`config.mk`:
```
export PLATFORM = sky130hd
export DESIGN_NAME = flash_page_prog
export DESIGN_NICKNAME = d
export VERILOG_FILES = /design/src/rtl/fpp_pkg.sv /design/src/rtl/fpp_lock.sv /design/src/rtl/fpp_pgbuf.sv /design/src/rtl/fpp_timer.sv /design/src/rtl/fpp_array.sv /design/src/rtl/flash_page_prog.sv
export SDC_FILE = /design/constraint.sdc
export NUM_CORES = 2
export LEC_CHECK = 0
export BUFFER_PORTS_ARGS = -buffer_cell sky130_fd_sc_hd__buf_2
export CORE_ASPECT_RATIO = 0.9
export CORE_MARGIN = 1
export CORE_UTILIZATION = 40
export DETAILED_ROUTE_END_ITERATION = 16
export PLACE_DENSITY = 0.62
export SLEW_MARGIN = 5
export SYNTH_ARGS = -nofsm -noshare
export SYNTH_HDL_FRONTEND = slang
export SYNTH_SLANG_ARGS = --single-unit
export TNS_END_PERCENT = 100
```
`constraint.sdc`:
```
create_clock -name clk -period 2.95 [get_ports clk]
set_input_delay 0.59 -clock clk [delete_from_list [all_inputs] [get_ports clk]]
set_output_delay 0.59 -clock clk [all_outputs]
set_load 0.005 [all_outputs]
```
`src/rtl/fpp_pkg.sv`:
```
package fpp_pkg;

   typedef enum logic [2:0] {
      FS_IDLE    = 3'd0,
      FS_WAIT_IL = 3'd1,
      FS_LOADED  = 3'd2,
      FS_PROG    = 3'd3,
      FS_DONE    = 3'd4
   } fpp_state_e;

   function automatic bit is_pow2(input int v);
      return (v > 0) && ((v & (v - 1)) == 0);
   endfunction

endpackage

```
`src/rtl/fpp_lock.sv`:
```
module fpp_lock #(
   parameter int NUM_PAGES   = 4,
   parameter int BLOCK_PAGES = 2,
   parameter bit SHADOW_LOCK = 1'b1,
   localparam int PG_W       = $clog2(NUM_PAGES),
   localparam int NUM_BLOCKS = NUM_PAGES / BLOCK_PAGES
) (
   input  logic [PG_W-1:0]     page,
   input  logic                space,
   input  logic [NUM_BLOCKS:0] lock_vec,
   output logic                locked
);

   logic [NUM_PAGES-1:0] page_lock;
   logic                 shadow_lock;

   for (genvar p = 0; p < NUM_PAGES; p++) begin : g_page
      assign page_lock[p] = lock_vec[p / BLOCK_PAGES];
   end

   if (SHADOW_LOCK) begin : g_shadow_lock
      assign shadow_lock = lock_vec[NUM_BLOCKS];
   end else begin : g_shadow_free
      assign shadow_lock = 1'b0;
   end

   assign locked = space ? shadow_lock : page_lock[page];

endmodule

```
`src/rtl/fpp_pgbuf.sv`:
```
module fpp_pgbuf #(
   parameter int WORD_W     = 32,
   parameter int PAGE_WORDS = 4,
   localparam int WD_W      = $clog2(PAGE_WORDS)
) (
   input  logic                                 clk,
   input  logic                                 rst_n,
   input  logic                                 clr,
   input  logic                                 wr,
   input  logic                                 dw,
   input  logic [WD_W-1:0]                      idx,
   input  logic [2*WORD_W-1:0]                  wdata,
   output logic [PAGE_WORDS-1:0][WORD_W-1:0]    words
);

   for (genvar i = 0; i < PAGE_WORDS; i++) begin : g_word
      logic hit_lo;
      logic hit_hi;

      assign hit_lo = wr && (idx == WD_W'(i));

      if (i % 2 == 1) begin : g_odd
         assign hit_hi = wr && dw && (idx == WD_W'(i - 1));
      end else begin : g_even
         assign hit_hi = 1'b0;
      end

      always_ff @(posedge clk or negedge rst_n) begin
         if (!rst_n) begin
            words[i] <= '1;
         end else if (clr) begin
            words[i] <= '1;
         end else if (hit_lo) begin
            words[i] <= wdata[WORD_W-1:0];
         end else if (hit_hi) begin
            words[i] <= wdata[2*WORD_W-1:WORD_W];
         end
      end
   end

   // a cleared buffer holds only erased words
   a_r3_clear_fill: assert property (@(posedge clk) disable iff (!rst_n)
      clr |=> (words == '1));

endmodule

```
`src/rtl/fpp_timer.sv`:
```
module fpp_timer #(
   parameter int CYCLES = 8
) (
   input  logic clk,
   input  logic rst_n,
   input  logic start,
   input  logic run,
   output logic expire
);

   if (CYCLES == 1) begin : g_single
      assign expire = run;
   end else begin : g_count
      localparam int CW = $clog2(CYCLES);
      logic [CW-1:0] cnt;

      assign expire = run && (cnt == CW'(CYCLES - 1));

      always_ff @(posedge clk or negedge rst_n) begin
         if (!rst_n) begin
            cnt <= '0;
         end else if (start) begin
            cnt <= '0;
         end else if (run) begin
            cnt <= expire ? '0 : cnt + 1'b1;
         end
      end

      // completion is a single-cycle event
      a_r9_expire_once: assert property (@(posedge clk) disable iff (!rst_n)
         expire |=> !expire);

      // a paused count does not move
      a_r12_count_holds: assert property (@(posedge clk) disable iff (!rst_n)
         (!run && !start) |=> $stable(cnt));
   end

endmodule

```
`src/rtl/fpp_array.sv`:
```
module fpp_array #(
   parameter int WORD_W     = 32,
   parameter int NUM_PAGES  = 4,
   parameter int PAGE_WORDS = 4,
   localparam int WD_W      = $clog2(PAGE_WORDS),
   localparam int NSEL      = 2 * NUM_PAGES,
   localparam int SEL_W     = $clog2(NSEL),
   localparam int AW        = SEL_W + WD_W
) (
   input  logic                               clk,
   input  logic                               rst_n,
   input  logic                               commit,
   input  logic                               trash,
   input  logic [SEL_W-1:0]                   sel,
   input  logic [PAGE_WORDS-1:0][WORD_W-1:0]  words,
   input  logic [AW-1:0]                      rd_addr,
   output logic [WORD_W-1:0]                  rd_data,
   output logic                               rd_valid
);

   logic [NSEL-1:0][PAGE_WORDS-1:0][WORD_W-1:0] all_mem;
   logic [NSEL-1:0][PAGE_WORDS-1:0]             all_vld;

   for (genvar p = 0; p < NSEL; p++) begin : g_page
      logic [PAGE_WORDS-1:0][WORD_W-1:0] pmem;
      logic [PAGE_WORDS-1:0]             pvld;
      logic                              hit;

      assign hit = (sel == SEL_W'(p));

      always_ff @(posedge clk or negedge rst_n) begin
         if (!rst_n) begin
            pmem <= '1;
            pvld <= '1;
         end else if (hit && commit) begin
            pmem <= words;
            pvld <= '1;
         end else if (hit && trash) begin
            pvld <= '0;
         end
      end

      assign all_mem[p] = pmem;
      assign all_vld[p] = pvld;
   end

   assign rd_data  = all_mem[rd_addr[AW-1:WD_W]][rd_addr[WD_W-1:0]];
   assign rd_valid = all_vld[rd_addr[AW-1:WD_W]][rd_addr[WD_W-1:0]];

   // a page is either written or invalidated, never both
   a_r9_commit_xor_trash: assert property (@(posedge clk) disable iff (!rst_n)
      !(commit && trash));

endmodule

```
`src/rtl/flash_page_prog.sv`:
```
module flash_page_prog
   import fpp_pkg::*;
#(
   parameter int WORD_W      = 32,
   parameter int NUM_PAGES   = 4,
   parameter int PAGE_WORDS  = 4,
   parameter int BLOCK_PAGES = 2,
   parameter int PROG_CYCLES = 8,
   parameter bit SHADOW_LOCK = 1'b1,
   localparam int PG_W       = $clog2(NUM_PAGES),
   localparam int WD_W       = $clog2(PAGE_WORDS),
   localparam int AW         = 1 + PG_W + WD_W,
   localparam int NUM_BLOCKS = NUM_PAGES / BLOCK_PAGES
) (
   input  logic                  clk,
   input  logic                  rst_n,
   input  logic                  ctl_wr,
   input  logic                  ctl_mode,
   input  logic                  ctl_hv,
   input  logic                  arr_wr,
   input  logic                  arr_dw,
   input  logic [AW-1:0]         arr_addr,
   input  logic [2*WORD_W-1:0]   arr_wdata,
   input  logic [NUM_BLOCKS:0]   lock_mask,
   input  logic                  prog_susp,
   input  logic                  erase_susp,
   input  logic                  eng_pass,
   input  logic [AW-1:0]         rd_addr,
   output logic                  st_mode,
   output logic                  st_hv,
   output logic                  st_done,
   output logic                  st_pass,
   output logic                  st_armed,
   output logic                  st_shadow,
   output logic [WORD_W-1:0]     rd_data,
   output logic                  rd_valid
);

   if (!is_pow2(NUM_PAGES) || NUM_PAGES < 2) begin : g_bad_pages
      $error("NUM_PAGES must be a power of two, at least 2");
   end
   if (!is_pow2(PAGE_WORDS) || PAGE_WORDS < 2) begin : g_bad_words
      $error("PAGE_WORDS must be a power of two, at least 2");
   end
   if (!is_pow2(BLOCK_PAGES) || BLOCK_PAGES > NUM_PAGES) begin : g_bad_block
      $error("BLOCK_PAGES must be a power of two no larger than NUM_PAGES");
   end
   if (PROG_CYCLES < 1) begin : g_bad_cycles
      $error("PROG_CYCLES must be at least 1");
   end

   fpp_state_e        state;
   logic [PG_W-1:0]   pg_q;
   logic              sp_q;
   logic              shadow_q;
   logic              done_q;
   logic              pass_q;

   logic              a_space;
   logic [PG_W-1:0]   a_page;
   logic [WD_W-1:0]   a_word;
   logic              blk_locked;
   logic              aligned;
   logic              il_ok;
   logic              ld_ok;
   logic              start_seq;
   logic              rearm;
   logic              hv_go;
   logic              abort;
   logic              expire;
   logic              run;
   logic              finish;
   logic              buf_clr;
   logic [PAGE_WORDS-1:0][WORD_W-1:0] buf_words;

   // address split: space, page, word
   assign a_space = arr_addr[AW-1];
   assign a_page  = arr_addr[AW-2 -: PG_W];
   assign a_word  = arr_addr[WD_W-1:0];
   assign aligned = !arr_dw || !a_word[0];

   fpp_lock #(
      .NUM_PAGES   (NUM_PAGES),
      .BLOCK_PAGES (BLOCK_PAGES),
      .SHADOW_LOCK (SHADOW_LOCK)
   ) u_lock (
      .page     (a_page),
      .space    (a_space),
      .lock_vec (lock_mask),
      .locked   (blk_locked)
   );

   assign il_ok     = arr_wr && (state == FS_WAIT_IL) && !blk_locked && aligned;
   assign ld_ok     = arr_wr && (state == FS_LOADED) && !blk_locked && aligned &&
                      (a_space == sp_q) && (a_page == pg_q);
   assign start_seq = ctl_wr && ctl_mode && (state == FS_IDLE);
   assign rearm     = ctl_wr && !ctl_hv && ctl_mode && (state == FS_DONE);
   assign hv_go     = ctl_wr && ctl_hv && ctl_mode && (state == FS_LOADED);
   assign abort     = ctl_wr && !ctl_hv && !prog_susp && (state == FS_PROG);
   assign run       = (state == FS_PROG) && !prog_susp;
   assign finish    = expire && !abort;
   assign buf_clr   = start_seq || rearm || abort;

   fpp_pgbuf #(
      .WORD_W     (WORD_W),
      .PAGE_WORDS (PAGE_WORDS)
   ) u_pgbuf (
      .clk   (clk),
      .rst_n (rst_n),
      .clr   (buf_clr),
      .wr    (il_ok || ld_ok),
      .dw    (arr_dw),
      .idx   (a_word),
      .wdata (arr_wdata),
      .words (buf_words)
   );

   fpp_timer #(
      .CYCLES (PROG_CYCLES)
   ) u_timer (
      .clk    (clk),
      .rst_n  (rst_n),
      .start  (hv_go),
      .run    (run),
      .expire (expire)
   );

   fpp_array #(
      .WORD_W     (WORD_W),
      .NUM_PAGES  (NUM_PAGES),
      .PAGE_WORDS (PAGE_WORDS)
   ) u_array (
      .clk      (clk),
      .rst_n    (rst_n),
      .commit   (finish && eng_pass),
      .trash    (abort || (finish && !eng_pass)),
      .sel      ({sp_q, pg_q}),
      .words    (buf_words),
      .rd_addr  (rd_addr),
      .rd_data  (rd_data),
      .rd_valid (rd_valid)
   );

   always_ff @(posedge clk or negedge rst_n) begin
      if (!rst_n) begin
         state    <= FS_IDLE;
         pg_q     <= '0;
         sp_q     <= 1'b0;
         shadow_q <= 1'b0;
         done_q   <= 1'b1;
         pass_q   <= 1'b0;
      end else begin
         unique case (state)
            FS_IDLE: begin
               if (start_seq) state <= FS_WAIT_IL;
            end
            FS_WAIT_IL: begin
               if (ctl_wr && !ctl_mode) begin
                  state <= FS_IDLE;
               end else if (il_ok) begin
                  state <= FS_LOADED;
                  pg_q  <= a_page;
                  sp_q  <= a_space;
                  if (!erase_susp) shadow_q <= a_space;
               end
            end
            FS_LOADED: begin
               if (ctl_wr && !ctl_mode) begin
                  state <= FS_IDLE;
               end else if (hv_go) begin
                  state  <= FS_PROG;
                  done_q <= 1'b0;
               end
            end
            FS_PROG: begin
               if (abort) begin
                  state  <= FS_WAIT_IL;
                  done_q <= 1'b1;
                  pass_q <= 1'b0;
               end else if (expire) begin
                  state  <= FS_DONE;
                  done_q <= 1'b1;
                  pass_q <= eng_pass;
               end
            end
            FS_DONE: begin
               if (ctl_wr && !ctl_hv) state <= ctl_mode ? FS_WAIT_IL : FS_IDLE;
            end
            default: state <= FS_IDLE;
         endcase
      end
   end

   assign st_mode   = (state != FS_IDLE);
   assign st_hv     = (state == FS_PROG) || (state == FS_DONE);
   assign st_armed  = (state == FS_LOADED) || (state == FS_PROG) || (state == FS_DONE);
   assign st_done   = done_q;
   assign st_pass   = pass_q;
   assign st_shadow = shadow_q;

   // the engine is only entered from the armed state
   a_r6_start_needs_interlock: assert property (@(posedge clk) disable iff (!rst_n)
      $rose(st_hv) |-> ($past(state) == FS_LOADED));

   // done only falls on a start write
   a_r9_done_falls_on_start: assert property (@(posedge clk) disable iff (!rst_n)
      $fell(st_done) |-> $past(ctl_wr && ctl_hv));

   // an unsuspended clear of high voltage aborts with a fail verdict
   a_r11_abort_result: assert property (@(posedge clk) disable iff (!rst_n)
      ((state == FS_PROG) && ctl_wr && !ctl_hv && !prog_susp)
         |=> (st_done && !st_pass && !st_hv && st_mode));

   // no exit from programming while suspended
   a_r12_suspend_holds: assert property (@(posedge clk) disable iff (!rst_n)
      ((state == FS_PROG) && prog_susp) |=> (state == FS_PROG));

   // space status kept across an erase-suspended interlock
   a_r13_space_kept: assert property (@(posedge clk) disable iff (!rst_n)
      ((state == FS_WAIT_IL) && erase_susp) |=> $stable(st_shadow));

   // a locked interlock leaves the block waiting
   a_r8_locked_no_arm: assert property (@(posedge clk) disable iff (!rst_n)
      ((state == FS_WAIT_IL) && arr_wr && blk_locked && !ctl_wr)
         |=> (state == FS_WAIT_IL));

   // program mode cannot drop during programming
   a_r14_mode_held: assert property (@(posedge clk) disable iff (!rst_n)
      (state == FS_PROG) |=> st_mode);

endmodule

```
# After elaboration in Yosys (flattened, before gate mapping)
# Cells that the tools add are included.
# word_totals
out_inout_bits	39
in_bits	87
reg_bits	1196
wordCells	225
# classes
mux	57
add_sub_neg	1
order_cmp	3
eq_ne	24
n_bitwise	2
n_reduce_logical	87
# op_table
cell	count
$bmux 128 s3	1
$mux 32	11
$mux 128	1
$mux 4	17
$bmux 32 s2	1
$logic_and 1x1->1	47
$mux 3	11
$reduce_bool 2->1	13
$eq 3x3->1 const B	6
$pmux 3 s5	1
$bmux 4 s3	1
$eq 3x2->1 const B	4
$mux 1	10
$reduce_bool 3->1	3
$logic_not 1->1	8
$logic_or 1x1->1	8
$ne 2x2->1 const B	4
$reduce_and 4->1	2
$eq 3x1->1 const B	2
$logic_not 3->1	2
$lt 2x3->1 const B	2
$ne 3x2->1 const B	2
$reduce_and 5->1	1
$bmux 1 s2	2
other kinds (12)	14

# Logic depth before layout (Yosys ltp)
# depth
ltp_word	14
ltp_mapped	9

# By module
# A second synthesis with hierarchy kept.
# hier_totals
cells_unflattened	3983
hier_area_um2	55645.9
# by_module_without_submodules
mod	area_each_um2	cells_per_inst	instances
fpp_array	48893.1	3362	1
fpp_pgbuf	5893.2	534	1
flash_page_prog	676.9	71	1
fpp_timer	163.9	13	1
fpp_lock	18.8	3	1

# Worst setup path before layout
# OpenSTA, ideal clock, no wires.
# synth_timing
path_kind	input-to-output
startpoint	in rd_addr[2]
endpoint	out rd_valid
slack_ns	0.176
arrival_time_ns	2.184
stages	6
cell_sequence	buf_2 > buf_2 > buf_2 > buf_2 > mux4_2 > mux2_2
# synth_via
elab_chain_cells	4
# synth_rtl
element	line_no	rtl
start, declared	flash_page_prog.sv:28	input logic [AW-1:0] rd_addr,
$bmux 4 s3	fpp_array.sv:48	assign rd_valid = all_vld[rd_addr[AW-1:WD_W]][rd_addr[WD_W-1:0]];
$mux 4 (implied by the code)	fpp_array.sv:48	
$bmux 1 s2	fpp_array.sv:48	
$mux 1 (implied by the code)	fpp_array.sv:48	
end, declared	flash_page_prog.sv:36	output logic rd_valid
# Every way passes these cells. The select of a mux whose other input is x is not followed.

# Worst setup path in the final report
# layout_timing
startpoint	reg u_array.g_page[3].pmem (netlist bit u_array.all_mem[504])
endpoint	out rd_data[24]
# layout_via
elab_chain_cells	4
# layout_rtl
element	line_no	rtl
start, declared	fpp_array.sv:25	logic [PAGE_WORDS-1:0][WORD_W-1:0] pmem;
start signal, assigned	fpp_array.sv:36	pmem <= words;
$bmux 128 s3	fpp_array.sv:47	assign rd_data = all_mem[rd_addr[AW-1:WD_W]][rd_addr[WD_W-1:0]];
$mux 128 (implied by the code)	fpp_array.sv:47	
$bmux 32 s2	fpp_array.sv:47	
$mux 32 (implied by the code)	fpp_array.sv:47	
end, declared	flash_page_prog.sv:35	output logic [WORD_W-1:0] rd_data,
# Every way passes these cells. The select of a mux whose other input is x is not followed.

==> results.yml <==
detailed_routing:
  drt_iter0_markers: 1845
  dr.pass1.iters: 5
  wl_um: 142000
  postRouteAntennaNets: 0
  viasPerCell: 5.69
  post_drt_wl_per_cell_um: 25.8
  drc_errors: 0
  vias: 31359
critical_path:
  end_kind: "output port"
  path_cells: "mux4_2 > a22oi_1 > a31oi_4 > buf_2"
  critical_path.top_delay_family: "compound AO/OA/AOI/OAI gates"
  crit_fanout: 2
  start_kind: "flip-flop"
  crit_slowest_cell: "mux4_2"
  critPathArrivalTime_ps: 2310
  crit_required_ps: 2360
  critical_path_class: "flip-flop to output port"
  worstPathBufferInverterCount: 1
  cpPeakStageDelay_ps: 450
synthesis:
  syn_area_per_cell_um2: 15.9
  synth_xor_area_share_pct: 0.0484
  ys_top_cells_by_area: "dfstp_2, mux2_2, mux4_2"
  syn_nets: 3502
  synth_top_area_cell: "dfstp_2"
  ys_types: 51
  synth_largest_type_area_fraction_pct: 56.2
  yosys_most_used_dff: "dfstp_2"
  synthAdderAreaFrac_pct: 0.0461
  yosysSeqAreaShare_pct: 56.8
  synth_compound_gate_area_share_pct: 4.67
  synth_edf_count: 0
  synthMuxAreaShare_pct: 33.9
  synth-simple-area-share_pct: 1.83
  ys_seq_elements: 1172
  syn-cell-area_um2: 54200
  synth_top_family_by_area: "multiplexers"
  synthCells: 3413
  async_flop_share_pct: 100
  yosysWarnings: 0
sta:
  max_freq_mhz: 345
  tightest_slew_ps: 818
  min_period_over_period_pct: 98.3
  rsz0062_at_grt: "true"
  min_period_ps: 2900
  drv_slew: 0
  whs_ps: 87.0
  hold_viol: 0
  setup_viol: 0
  maxSlewHeadroom_pct: 45.5
  tns_ps: 0
  fin_skew_ps: 32.7
global_route:
  use_met1_pct: 30.0
  grt_overflow: 0
  grt_start_max_net_pins: 107
  antenna_found_initial: 18
  grtUsageMet3_pct: 5.13
  grt_pass1_vias: 32287
  top_usage_layer: "met2"
  gr-usage-met2_pct: 31.6
  grtUsageTotal_pct: 20.9
  grt_pass1_wl_um: 215000
clock_network:
  root_buffer: "clkbuf_16"
  cts_tree: "yes"
  numCtsBuffers: 117
  cts.sinks: 1172
  cts_max_path_buffers: 3
  cts.clk_slew.worst_paths_ps: 60
  clock_latency_ps: 740
  cts_htree_levels: 3
finish:
  area_delta_synth_final_pct: 16.0
  final_common_cell: "dfstp_2"
  final_cell_count_no_fill: 5514
  fillers: 11618
  seq_area_um2: 30800
  multi_input_area_um2: 22300
  nNetsFinal: 3690
  layout-drive-gt1-share_pct: 81.4
  final_cell_mix: "dfstp_2, mux2_2, mux4_2"
place:
  gp_congestion: 0.810
  place_hpwl_um: 87800
  io_buffers: 125
  placed_cells: 5273
floorplanning:
  io_pins: 126
  initial_core_util_pct: 40.5
  core_um2: 134000
  die_w_um: 390
  fp.dieH_um: 351
  rows: 127
  die-area_um2: 137000
run:
  drv_cap: 0
power:
  power_density_nw_per_um2: 604
  p_leak_uw: 0.0258
  ir_drop_v: 0.000517
worst_hold_path:
  min_path_type: "input port to flip-flop"
status:
  status: "finished, final reports clean"
[synth_stat cells, types with 11 or more instances]
library cell and number:
dfstp_2 1161, mux2_2 1029, mux4_2 258, o21ai_0 116, clkbuf_1 102, mux2i_1 98
buf_2 97, nor2_1 81, nand2_1 76, a22oi_1 64, a2bb2oi_1 64, buf_6 41
nand3_1 35, a21o_1 34, a22o_1 32, a31oi_1 32, buf_4 18, dfrtp_1 11
[flip-flops by register name, summed over array words and instances (netlist names)]
signal	count
pg_q	2
sp_q	1
st_done	1
st_pass	1
st_shadow	1
state	3
u_array.all_mem	1024
u_array.g_page.pvld	8
u_pgbuf.words	128
u_timer.g_count.cnt	3
[logic make-up (layout without fill, tap and decap cells)]
group	after synthesis	in the layout
compound gates	362	362
simple gates	221	221
mux	1385	1385
fa+ha+maj	2	2
other cells	0	4
buf+inv	268	559
flops	1172	1172
xor+xnor	3	3
[layout make-up]
cell class,count,area share [%]
clock inverter,41,0.768
multi-input combinational,1973,35.5
inverter,5,0.0298
tap,1806,3.59
timing repair buffer,332,5.63
clock buffer,181,5.55
antenna,4,0.0159
sequential,1172,48.9
[what timing repair did]
item,in CTS,in global routing
setup endpoints to repair,21,12
gates cloned,2,0
hold endpoints to repair,15,0
hold buffers,1,0
pin swaps,1,5
gates resized for setup,27,17
buffers inserted,5,7
[report_power, final]
| part | total [uW] | switching [uW] | leakage, uW | internal [uW] |
|---|---|---|---|---|
| clock network | 15400 | 6510 | 0.00196 | 8850 |
| registers | 19400 | 1930 | 0.0121 | 17500 |
| logic | 3240 | 1850 | 0.0117 | 1380 |
| total | 38000 | 10300 | 0.0258 | 27700 |
[metrics by stage]
step / total power, uW / worst slack (ps) / instance area (um^2) / utilization (%)
2_1_floorplan: 20400 / 176 / 54200 / -
3_3_place_gp: 22800 / -141 / 58400 / 43.7
3_5_place_dp: 22800 / -163 / 58400 / 43.7
4_1_cts: 38300 / 0.139 / 62700 / 46.9
5_1_grt: 39500 / -36.3 / 62900 / 47.0
6_report: 38000 / 48.8 / 62900 / 47.0
[metal layers]
metal,routed length (um),vias to the layer above
met5,118,-
met4,3110,20
met3,9170,220
met2,63900,750
met1,65900,17113
li1,-,13256
[worst register-to-register path, cell delays in order (launching register included)]
cell and delay, ps:
dfrtp_1 600, nand4bb_4 270, nor3_2 310, nand2_2 220, nor3_4 240, buf_12 270, buf_12 270, mux2_2 350
[worst paths after layout]
check	startpoint	to	slack [ps]	depth (start not counted)
worst max-delay path	u_array.all_mem[504]$_DFFE_PN1P_	rd_data[24]	50	4
worst min-delay path	arr_wdata[42]	u_pgbuf.words[42]$_DFFE_PN1P_	90	3
worst max register to register	state[1]$_DFFE_PN0P_	u_array.all_mem[269]$_DFFE_PN1P_	360	7
worst min register to register	u_array.g_page[0].pvld[2]$_DFFE_PN1P_	u_array.g_page[0].pvld[2]$_DFFE_PN1P_	470	2
max in group asynchronous	rst_n	u_array.all_mem[643]$_DFFE_PN1P_	1510	4
min in group asynchronous	rst_n	u_array.all_mem[566]$_DFFE_PN1P_	570	2
(Power assumes the default switching activity.)
